**config.mk**
```make
export PLATFORM = sky130hd
export DESIGN_NAME = sys_matmul_os
export DESIGN_NICKNAME = d
export VERILOG_FILES = /design/src/rtl/mm_pkg.sv /design/src/rtl/mm_seq.sv /design/src/rtl/mm_store.sv /design/src/rtl/mm_pe.sv /design/src/rtl/mm_grid.sv /design/src/rtl/sys_matmul_os.sv
export SDC_FILE = /design/constraint.sdc
export NUM_CORES = 2
export LEC_CHECK = 0
export CAP_MARGIN = 20
export CORE_MARGIN = 10
export CORE_UTILIZATION = 60
export CTS_CLUSTER_DIAMETER = 60
export DETAILED_ROUTE_END_ITERATION = 6
export GPL_TIMING_DRIVEN = 0
export PLACE_DENSITY = 0.76
export SLEW_MARGIN = 20
export SYNTH_ARGS = -nofsm -noshare
export SYNTH_HDL_FRONTEND = slang
export SYNTH_SLANG_ARGS = --single-unit
export TNS_END_PERCENT = 100
```
**constraint.sdc**
```tcl
create_clock -name clk_i -period 9 [get_ports clk_i]
set_input_delay 2.7 -clock clk_i [delete_from_list [all_inputs] [get_ports clk_i]]
set_output_delay 2.7 -clock clk_i [all_outputs]
set_load 0.005 [all_outputs]
```
**src/rtl/mm_pkg.sv**
```systemverilog
package mm_pkg;
  parameter int unsigned MM_N  = 4;
  parameter int unsigned MM_DW = 8;
  parameter int unsigned MM_AW = 18;

  typedef enum logic [1:0] {
    SEQ_IDLE = 2'd0,
    SEQ_RUN  = 2'd1,
    SEQ_DONE = 2'd2
  } seq_state_e;

  // clocks needed for the last pair to reach the far corner
  function automatic int unsigned run_steps(int unsigned n);
    return 3 * n - 2;
  endfunction
endpackage

```
**src/rtl/mm_seq.sv**
```systemverilog
module mm_seq
  import mm_pkg::*;
#(
  parameter  int unsigned N  = MM_N,
  localparam int unsigned SW = $clog2(run_steps(N))
) (
  input  logic          clk_i,
  input  logic          rst_ni,
  input  logic          start_i,
  output logic          clear_o,
  output logic          run_o,
  output logic [SW-1:0] step_o,
  output logic          done_o
);
  localparam int unsigned LAST = run_steps(N) - 1;

  seq_state_e    state_q;
  logic [SW-1:0] step_q;
  logic          accept;

  assign accept = start_i && (state_q != SEQ_RUN);

  always_ff @(posedge clk_i or negedge rst_ni) begin
    if (!rst_ni) begin
      state_q <= SEQ_IDLE;
      step_q  <= '0;
    end else if (accept) begin
      state_q <= SEQ_RUN;
      step_q  <= '0;
    end else if (state_q == SEQ_RUN) begin
      if (step_q == SW'(LAST)) begin
        state_q <= SEQ_DONE;
        step_q  <= '0;
      end else begin
        step_q <= step_q + 1'b1;
      end
    end
  end

  assign clear_o = accept;
  assign run_o   = (state_q == SEQ_RUN);
  assign step_o  = step_q;
  assign done_o  = (state_q == SEQ_DONE);
endmodule

```
**src/rtl/mm_store.sv**
```systemverilog
module mm_store
  import mm_pkg::*;
#(
  parameter  int unsigned N  = MM_N,
  parameter  int unsigned DW = MM_DW,
  localparam int unsigned IW = $clog2(N),
  localparam int unsigned SW = $clog2(run_steps(N))
) (
  input  logic                          clk_i,
  input  logic                          rst_ni,
  input  logic                          run_i,
  input  logic [SW-1:0]                 step_i,
  input  logic                          ld_a_i,
  input  logic                          ld_b_i,
  input  logic [IW-1:0]                 ld_row_i,
  input  logic [IW-1:0]                 ld_col_i,
  input  logic [DW-1:0]                 ld_a_data_i,
  input  logic [DW-1:0]                 ld_b_data_i,
  output logic [N-1:0][DW-1:0]          a_edge_o,
  output logic [N-1:0][DW-1:0]          b_edge_o,
  output logic [N-1:0][N-1:0][DW-1:0]   a_st_o,
  output logic [N-1:0][N-1:0][DW-1:0]   b_st_o
);
  logic [N-1:0][N-1:0][DW-1:0] a_m, b_m;

  // operands are frozen while the grid is stepping
  always_ff @(posedge clk_i or negedge rst_ni) begin
    if (!rst_ni) begin
      a_m <= '0;
      b_m <= '0;
    end else if (!run_i) begin
      if (ld_a_i) a_m[ld_row_i][ld_col_i] <= ld_a_data_i;
      if (ld_b_i) b_m[ld_row_i][ld_col_i] <= ld_b_data_i;
    end
  end

  assign a_st_o = a_m;
  assign b_st_o = b_m;

  // skewed edge feed: lane l carries element (step - l), zero outside the window
  for (genvar l = 0; l < int'(N); l++) begin : g_lane
    int k;
    always_comb begin
      k = int'(step_i) - l;
      a_edge_o[l] = '0;
      b_edge_o[l] = '0;
      if (run_i && k >= 0 && k < int'(N)) begin
        a_edge_o[l] = a_m[l][k[IW-1:0]];
        b_edge_o[l] = b_m[k[IW-1:0]][l];
      end
    end
  end
endmodule

```
**src/rtl/mm_pe.sv**
```systemverilog
module mm_pe
  import mm_pkg::*;
#(
  parameter int unsigned DW = MM_DW,
  parameter int unsigned AW = MM_AW
) (
  input  logic          clk_i,
  input  logic          rst_ni,
  input  logic          clear_i,
  input  logic          run_i,
  input  logic [DW-1:0] a_i,
  input  logic [DW-1:0] b_i,
  output logic [AW-1:0] acc_o
);
  logic [2*DW-1:0] prod;
  logic [AW-1:0]   acc_q;

  assign prod = a_i * b_i;

  always_ff @(posedge clk_i or negedge rst_ni) begin
    if (!rst_ni)      acc_q <= '0;
    else if (clear_i) acc_q <= '0;
    else if (run_i)   acc_q <= acc_q + AW'(prod);
  end

  assign acc_o = acc_q;
endmodule

```
**src/rtl/mm_grid.sv**
```systemverilog
module mm_grid
  import mm_pkg::*;
#(
  parameter int unsigned N  = MM_N,
  parameter int unsigned DW = MM_DW,
  parameter int unsigned AW = MM_AW
) (
  input  logic                        clk_i,
  input  logic                        rst_ni,
  input  logic                        clear_i,
  input  logic                        run_i,
  input  logic [N-1:0][DW-1:0]        a_edge_i,
  input  logic [N-1:0][DW-1:0]        b_edge_i,
  output logic [N-1:0][N-1:0][AW-1:0] acc_o
);
  logic [DW-1:0] a_in [N][N];
  logic [DW-1:0] b_in [N][N];

  for (genvar i = 0; i < int'(N); i++) begin : g_r
    for (genvar j = 0; j < int'(N); j++) begin : g_c
      // horizontal hop into this cell
      if (j == 0) begin : g_a_edge
        assign a_in[i][j] = a_edge_i[i];
      end else begin : g_a_hop
        logic [DW-1:0] hop_q;
        always_ff @(posedge clk_i or negedge rst_ni) begin
          if (!rst_ni)      hop_q <= '0;
          else if (clear_i) hop_q <= '0;
          else if (run_i)   hop_q <= a_in[i][j-1];
        end
        assign a_in[i][j] = hop_q;
      end

      // vertical hop into this cell
      if (i == 0) begin : g_b_edge
        assign b_in[i][j] = b_edge_i[j];
      end else begin : g_b_hop
        logic [DW-1:0] hop_q;
        always_ff @(posedge clk_i or negedge rst_ni) begin
          if (!rst_ni)      hop_q <= '0;
          else if (clear_i) hop_q <= '0;
          else if (run_i)   hop_q <= b_in[i-1][j];
        end
        assign b_in[i][j] = hop_q;
      end

      mm_pe #(.DW(DW), .AW(AW)) u_pe (
        .clk_i  (clk_i),
        .rst_ni (rst_ni),
        .clear_i(clear_i),
        .run_i  (run_i),
        .a_i    (a_in[i][j]),
        .b_i    (b_in[i][j]),
        .acc_o  (acc_o[i][j])
      );
    end
  end
endmodule

```
**src/rtl/sys_matmul_os.sv**
```systemverilog
module sys_matmul_os
  import mm_pkg::*;
#(
  parameter  int unsigned N  = MM_N,
  parameter  int unsigned DW = MM_DW,
  parameter  int unsigned AW = MM_AW,
  localparam int unsigned IW = $clog2(N),
  localparam int unsigned SW = $clog2(run_steps(N))
) (
  input  logic          clk_i,
  input  logic          rst_ni,
  input  logic          start_i,
  input  logic          ld_a_i,
  input  logic          ld_b_i,
  input  logic [IW-1:0] ld_row_i,
  input  logic [IW-1:0] ld_col_i,
  input  logic [DW-1:0] ld_a_data_i,
  input  logic [DW-1:0] ld_b_data_i,
  input  logic [IW-1:0] rd_row_i,
  input  logic [IW-1:0] rd_col_i,
  output logic [AW-1:0] c_o,
  output logic          done_o
);
  logic                        clear_w;
  logic                        run_w;
  logic [SW-1:0]               step_w;
  logic [N-1:0][DW-1:0]        a_edge_w, b_edge_w;
  logic [N-1:0][N-1:0][DW-1:0] a_st_w, b_st_w;
  logic [N-1:0][N-1:0][AW-1:0] acc_w;

  mm_seq #(.N(N)) u_seq (
    .clk_i  (clk_i),
    .rst_ni (rst_ni),
    .start_i(start_i),
    .clear_o(clear_w),
    .run_o  (run_w),
    .step_o (step_w),
    .done_o (done_o)
  );

  mm_store #(.N(N), .DW(DW)) u_store (
    .clk_i      (clk_i),
    .rst_ni     (rst_ni),
    .run_i      (run_w),
    .step_i     (step_w),
    .ld_a_i     (ld_a_i),
    .ld_b_i     (ld_b_i),
    .ld_row_i   (ld_row_i),
    .ld_col_i   (ld_col_i),
    .ld_a_data_i(ld_a_data_i),
    .ld_b_data_i(ld_b_data_i),
    .a_edge_o   (a_edge_w),
    .b_edge_o   (b_edge_w),
    .a_st_o     (a_st_w),
    .b_st_o     (b_st_w)
  );

  mm_grid #(.N(N), .DW(DW), .AW(AW)) u_grid (
    .clk_i   (clk_i),
    .rst_ni  (rst_ni),
    .clear_i (clear_w),
    .run_i   (run_w),
    .a_edge_i(a_edge_w),
    .b_edge_i(b_edge_w),
    .acc_o   (acc_w)
  );

  assign c_o = acc_w[rd_row_i][rd_col_i];
endmodule

```
==> metrics.log <==
[metrics] outcome: finished, final reports clean
[metrics] number of filler cells placed in the layout: 9,634
[metrics] synth unique cells: 82
[metrics] crit path time final: 8860 ps
[metrics] DR vias: 57,800
[metrics] # H-tree levels: 3
[metrics] Setup WS pre-CTS: 328 ps
[metrics] Avg Vias per Cell: 6.12
[metrics] Critical Path, Cell by Cell: clkbuf_1 -> clkbuf_1 -> mux4_2 -> mux4_2 -> clkdlybuf4s50_1
[metrics] share of total power in combinational logic: 0.448
[metrics] die width: 370 µm
[metrics] Max Fanout on Critical Path: 10
[metrics] launching element type of the critical path: input pin
[metrics] final net count: 9,184
[metrics] setup clock skew after layout: 64.0 ps
[metrics] final weighted congestion of routability-driven global placement: 1.08
[metrics] placement row count: 128
[metrics] # IOs: 48
[metrics] clock root buffer: sky130_fd_sc_hd__clkbuf_16
[metrics] growth of design area from synthesis to finish: 8.68%
[metrics] slowest cell delay on critical path: 890 ps
[metrics] number of sinks driven by the clock tree: 742
[metrics] CP Launch Point: rd_row_i[1]
[metrics] sort of element at the end of the critical path: output port
[metrics] Worst R2R Start: u_seq.step_o[0]
[metrics] share of synthesized area occupied by flip-flops and latches: 0.253
[metrics] clock latency reported for the late side of the worst-skew pair: 790 ps
[metrics] combined area of the multi-input logic cells: 48,000 µm²
[metrics] peak supply drop: 235 µV
[metrics] most instantiated flip-flop cell in the synthesis netlist: sky130_fd_sc_hd__dfrtp_1
[metrics] commonest cells after routing, fill and taps aside: sky130_fd_sc_hd__inv_1, sky130_fd_sc_hd__nand2_1, sky130_fd_sc_hd__fa_1, sky130_fd_sc_hd__dfrtp_1, sky130_fd_sc_hd__ha_1
[metrics] required arrival time at the worst endpoint: 6300 ps
[metrics] average wire per standard cell: 25.9 µm
[metrics] setup fix buffers added after clock tree synthesis: 0
[metrics] CP endpoint: c_o[16]
[metrics] Post-route DRC: 0
[metrics] portion of total power attributed to the clock network: 0.238
[metrics] full die area: 137,000 µm²
[metrics] Int Pwr: 9.57 mW
[metrics] transition time of the tightest slew-check pin: 1320 ps
[metrics] highest routed layer: met5
[metrics] number of nets in the synthesized netlist: 9,028
[metrics] post-cts repair resize count: 0
[metrics] power density over cell area: 227 nW/µm²
[metrics] Initial DRC Count: 6,133
[metrics] global-route usage over all layers: 0.361
[metrics] number of max-slew violations in the final report: 0
[metrics] fraction of synthesis flops using an asynchronous set or reset pin: 1.00
[metrics] number of enable flip-flop cells after synthesis: 0
[metrics] number of antenna violations at the first check in global routing: 37
[metrics] worst path setup slack after routing: 135 ps
[metrics] met2 routed WL: 105 mm
[metrics] R2R setup slack: 400 ps
[metrics] net switching power of the design: 8.55 mW
[metrics] via count of the first global-routing pass: 59,100
[metrics] count of input and output buffers: 43
[metrics] maximum capacitance violations: 0
[metrics] fraction of layout cells with a size suffix above 1: 0.0879
[metrics] antenna-violating nets left: 0
[metrics] part of the total power dissipated in sequential elements: 0.314
[metrics] clock-pin slew of the registers on the worst-case setup and hold paths: 60 ps
[metrics] Post-CTS Hold Buffers: 0
[metrics] footprint of the flip-flops and latches: 18,600 µm²
[metrics] setup repair after global routing missed its margin: false
[metrics] Setup Viol. Count Final: 0
[metrics] switching share of power: 0.472
[metrics] CTS tree: done
[metrics] post-synthesis sequential element count: 742
[metrics] wire length of the first global-routing pass: 369 mm
[metrics] Post-DP HPWL: 195 mm
[metrics] metal3 WL: 31.1 mm
[metrics] Rel. slew slack: 0.121
[metrics] cell with the largest stage delay on the worst path: sky130_fd_sc_hd__clkbuf_1
[metrics] CORE AREA: 122,000 µm²
[metrics] pin count of the biggest net entering global routing: 97
[metrics] setup tns final: 0 ps
[metrics] maximum achievable frequency: 0.113 GHz
[metrics] Die Span Y: 370 µm
[metrics] type of the most critical hold path: reg -> reg
[metrics] post-synthesis instance area: 73,400 µm²
[metrics] number of iterations in the first detailed-routing pass: 6
[metrics] Metal-1 WL: 93.0 mm
[metrics] Cells after Synth: 7,551
[metrics] overflow left after global routing: 0
[metrics] number of buffers inserted during clock tree synthesis: 102
[metrics] count of final hold-check violations: 0
[metrics] type of the worst setup path: in -> out
[metrics] initial core utilization: 0.603
[metrics] post-route fraction of the period consumed by the critical path: 0.985
[metrics] data arrival time of the critical path: 6160 ps
[metrics] final routed wirelength across all metal layers: 244 mm
[metrics] count of yosys warnings during synthesis: 0
[metrics] mean cell area of the mapped netlist: 9.73 µm²
[metrics] most common cell after layout, fill and taps aside: sky130_fd_sc_hd__inv_1
[metrics] worst flop-to-flop path endpoint: u_grid.g_r[0].g_c[3].u_pe.acc_o[17]
[metrics] leakage component of the power: 40.9 nW
[metrics] buffers from clock root to sink, at most: 3
[metrics] Worst R2R Path Depth: 26
==> per-stage QoR <==
step	total power [mW]	hold slack, ps	cells	area [µm²]	util
global route	18.9	511	9420	79800	0.655
global placement	13.2	469	9219	75900	0.624
CTS	17.7	489	9419	79800	0.655
finish	18.1	498	9433	79800	0.656
floorplan	9.84	440	7551	73400	-
detailed placement	13.4	478	9228	76200	0.626
==> worst max-delay path, delay by kind of cell <==
| family | cells | cell delay [ps] |
|---|---|---|
| mux | 2 | 1190 |
| buf+inv | 3 | 2250 |
==> how the worst min path moves through the flow <==
stage                                                to  cells past startpoint                                start
finish              u_grid.g_r[2].g_c[1].u_pe.acc_o[17]                      1  u_grid.g_r[2].g_c[1].u_pe.acc_o[17]
global route                        u_store.a_st_o[127]                      1                  u_store.a_st_o[127]
detailed placement  u_grid.g_r[2].g_c[1].u_pe.acc_o[17]                      1  u_grid.g_r[2].g_c[1].u_pe.acc_o[17]
global placement    u_grid.g_r[2].g_c[1].u_pe.acc_o[17]                      1  u_grid.g_r[2].g_c[1].u_pe.acc_o[17]
CTS                 u_grid.g_r[2].g_c[1].u_pe.acc_o[17]                      1  u_grid.g_r[2].g_c[1].u_pe.acc_o[17]
floorplan           u_grid.g_r[2].g_c[1].u_pe.acc_o[17]                      1  u_grid.g_r[2].g_c[1].u_pe.acc_o[17]
==> kinds of logic (layout without fill, tap and decap cells) <==
family | Yosys count | after routing | synth area share
flip-flops | 742 | 742 | 0.253
AO/OA/AOI/OAI | 983 | 983 | 0.0852
AND/OR/NAND/NOR | 1979 | 1979 | 0.131
other | 0 | 14 | 0
multiplexers | 415 | 415 | 0.0870
buffers and inverters | 1800 | 2043 | 0.0932
XOR/XNOR | 184 | 184 | 0.0219
adder cells (fa/ha/maj) | 1448 | 1448 | 0.328
==> per-layer routing <==
metal,vias to the layer above,track usage
met5,-,0
met4,26,0.187
met3,768,0.127
met2,3067,0.535
met1,29500,0.466
li1,24400,-
==> power by group through the flow <==
stage | Clock (mW) | Sequential, mW | Combinational (mW)
4_1_cts | 4.29 | 5.58 | 7.88
3_5_place_dp | 0 | 5.62 | 7.81
6_report | 4.30 | 5.69 | 8.12
2_1_floorplan | 0 | 4.86 | 4.98
5_1_grt | 4.44 | 5.70 | 8.73
3_3_place_gp | 0 | 5.62 | 7.61
==> flip-flops by register name (all words and copies together) (netlist names) <==
name and cells:
u_grid.g_r.g_c.g_a_hop.hop_q 96, u_grid.g_r.g_c.g_b_hop.hop_q 96, u_grid.g_r.g_c.u_pe.acc_o 288, u_seq.state_q 2, u_seq.step_o 4, u_store.a_st_o 128, u_store.b_st_o 128
==> synth_stat cells, types with 10 or more instances <==
| library cell | instances | area share |
|---|---|---|
| sky130_fd_sc_hd__inv_1 | 1394 | 0.071 |
| sky130_fd_sc_hd__nand2_1 | 993 | 0.051 |
| sky130_fd_sc_hd__fa_1 | 800 | 0.22 |
| sky130_fd_sc_hd__dfrtp_1 | 742 | 0.25 |
| sky130_fd_sc_hd__ha_1 | 648 | 0.11 |
| sky130_fd_sc_hd__and2_1 | 489 | 0.042 |
| sky130_fd_sc_hd__o21ai_0 | 364 | 0.025 |
| sky130_fd_sc_hd__clkbuf_1 | 335 | 0.017 |
| sky130_fd_sc_hd__mux2_2 | 257 | 0.039 |
| sky130_fd_sc_hd__mux4_2 | 153 | 0.047 |
| sky130_fd_sc_hd__a21o_1 | 149 | 0.015 |
| sky130_fd_sc_hd__a21oi_1 | 149 | 0.010 |
| sky130_fd_sc_hd__o31ai_1 | 114 | 0.012 |
| sky130_fd_sc_hd__xor2_1 | 108 | 0.013 |
| sky130_fd_sc_hd__nand3_1 | 102 | 0.0070 |
| sky130_fd_sc_hd__nor2_1 | 86 | 0.0044 |
| sky130_fd_sc_hd__xnor2_1 | 76 | 0.0091 |
| sky130_fd_sc_hd__nand2b_1 | 59 | 0.0050 |
| sky130_fd_sc_hd__and3_1 | 56 | 0.0048 |
| sky130_fd_sc_hd__nor2b_1 | 50 | 0.0043 |
| sky130_fd_sc_hd__nand3b_1 | 43 | 0.0044 |
| sky130_fd_sc_hd__buf_1 | 31 | 0.0016 |
| sky130_fd_sc_hd__buf_2 | 29 | 0.0020 |
| sky130_fd_sc_hd__o21a_1 | 27 | 0.0028 |
| sky130_fd_sc_hd__or3_1 | 27 | 0.0023 |
| sky130_fd_sc_hd__nor3_1 | 22 | 0.0015 |
| sky130_fd_sc_hd__o21bai_1 | 20 | 0.0020 |
| sky130_fd_sc_hd__a211oi_1 | 17 | 0.0017 |
| sky130_fd_sc_hd__o22ai_1 | 17 | 0.0014 |
| sky130_fd_sc_hd__a22o_1 | 15 | 0.0018 |
| sky130_fd_sc_hd__a31oi_1 | 13 | 0.0011 |
| sky130_fd_sc_hd__nor2_2 | 11 | 0.00094 |
| sky130_fd_sc_hd__o211ai_1 | 10 | 0.0010 |
==> cell type report <==
cell class              count  share of cell area
diodes                     14            0.000439
plain buffers             405              0.0204
clock buffers             138              0.0361
clock inverters            53             0.00905
inverters                1395              0.0656
multi-input cells        5009               0.602
flip-flops and latches    742               0.233
well taps                1625              0.0255
repair buffers             52             0.00856
Note: power is estimated with default switching activity, not from simulation.
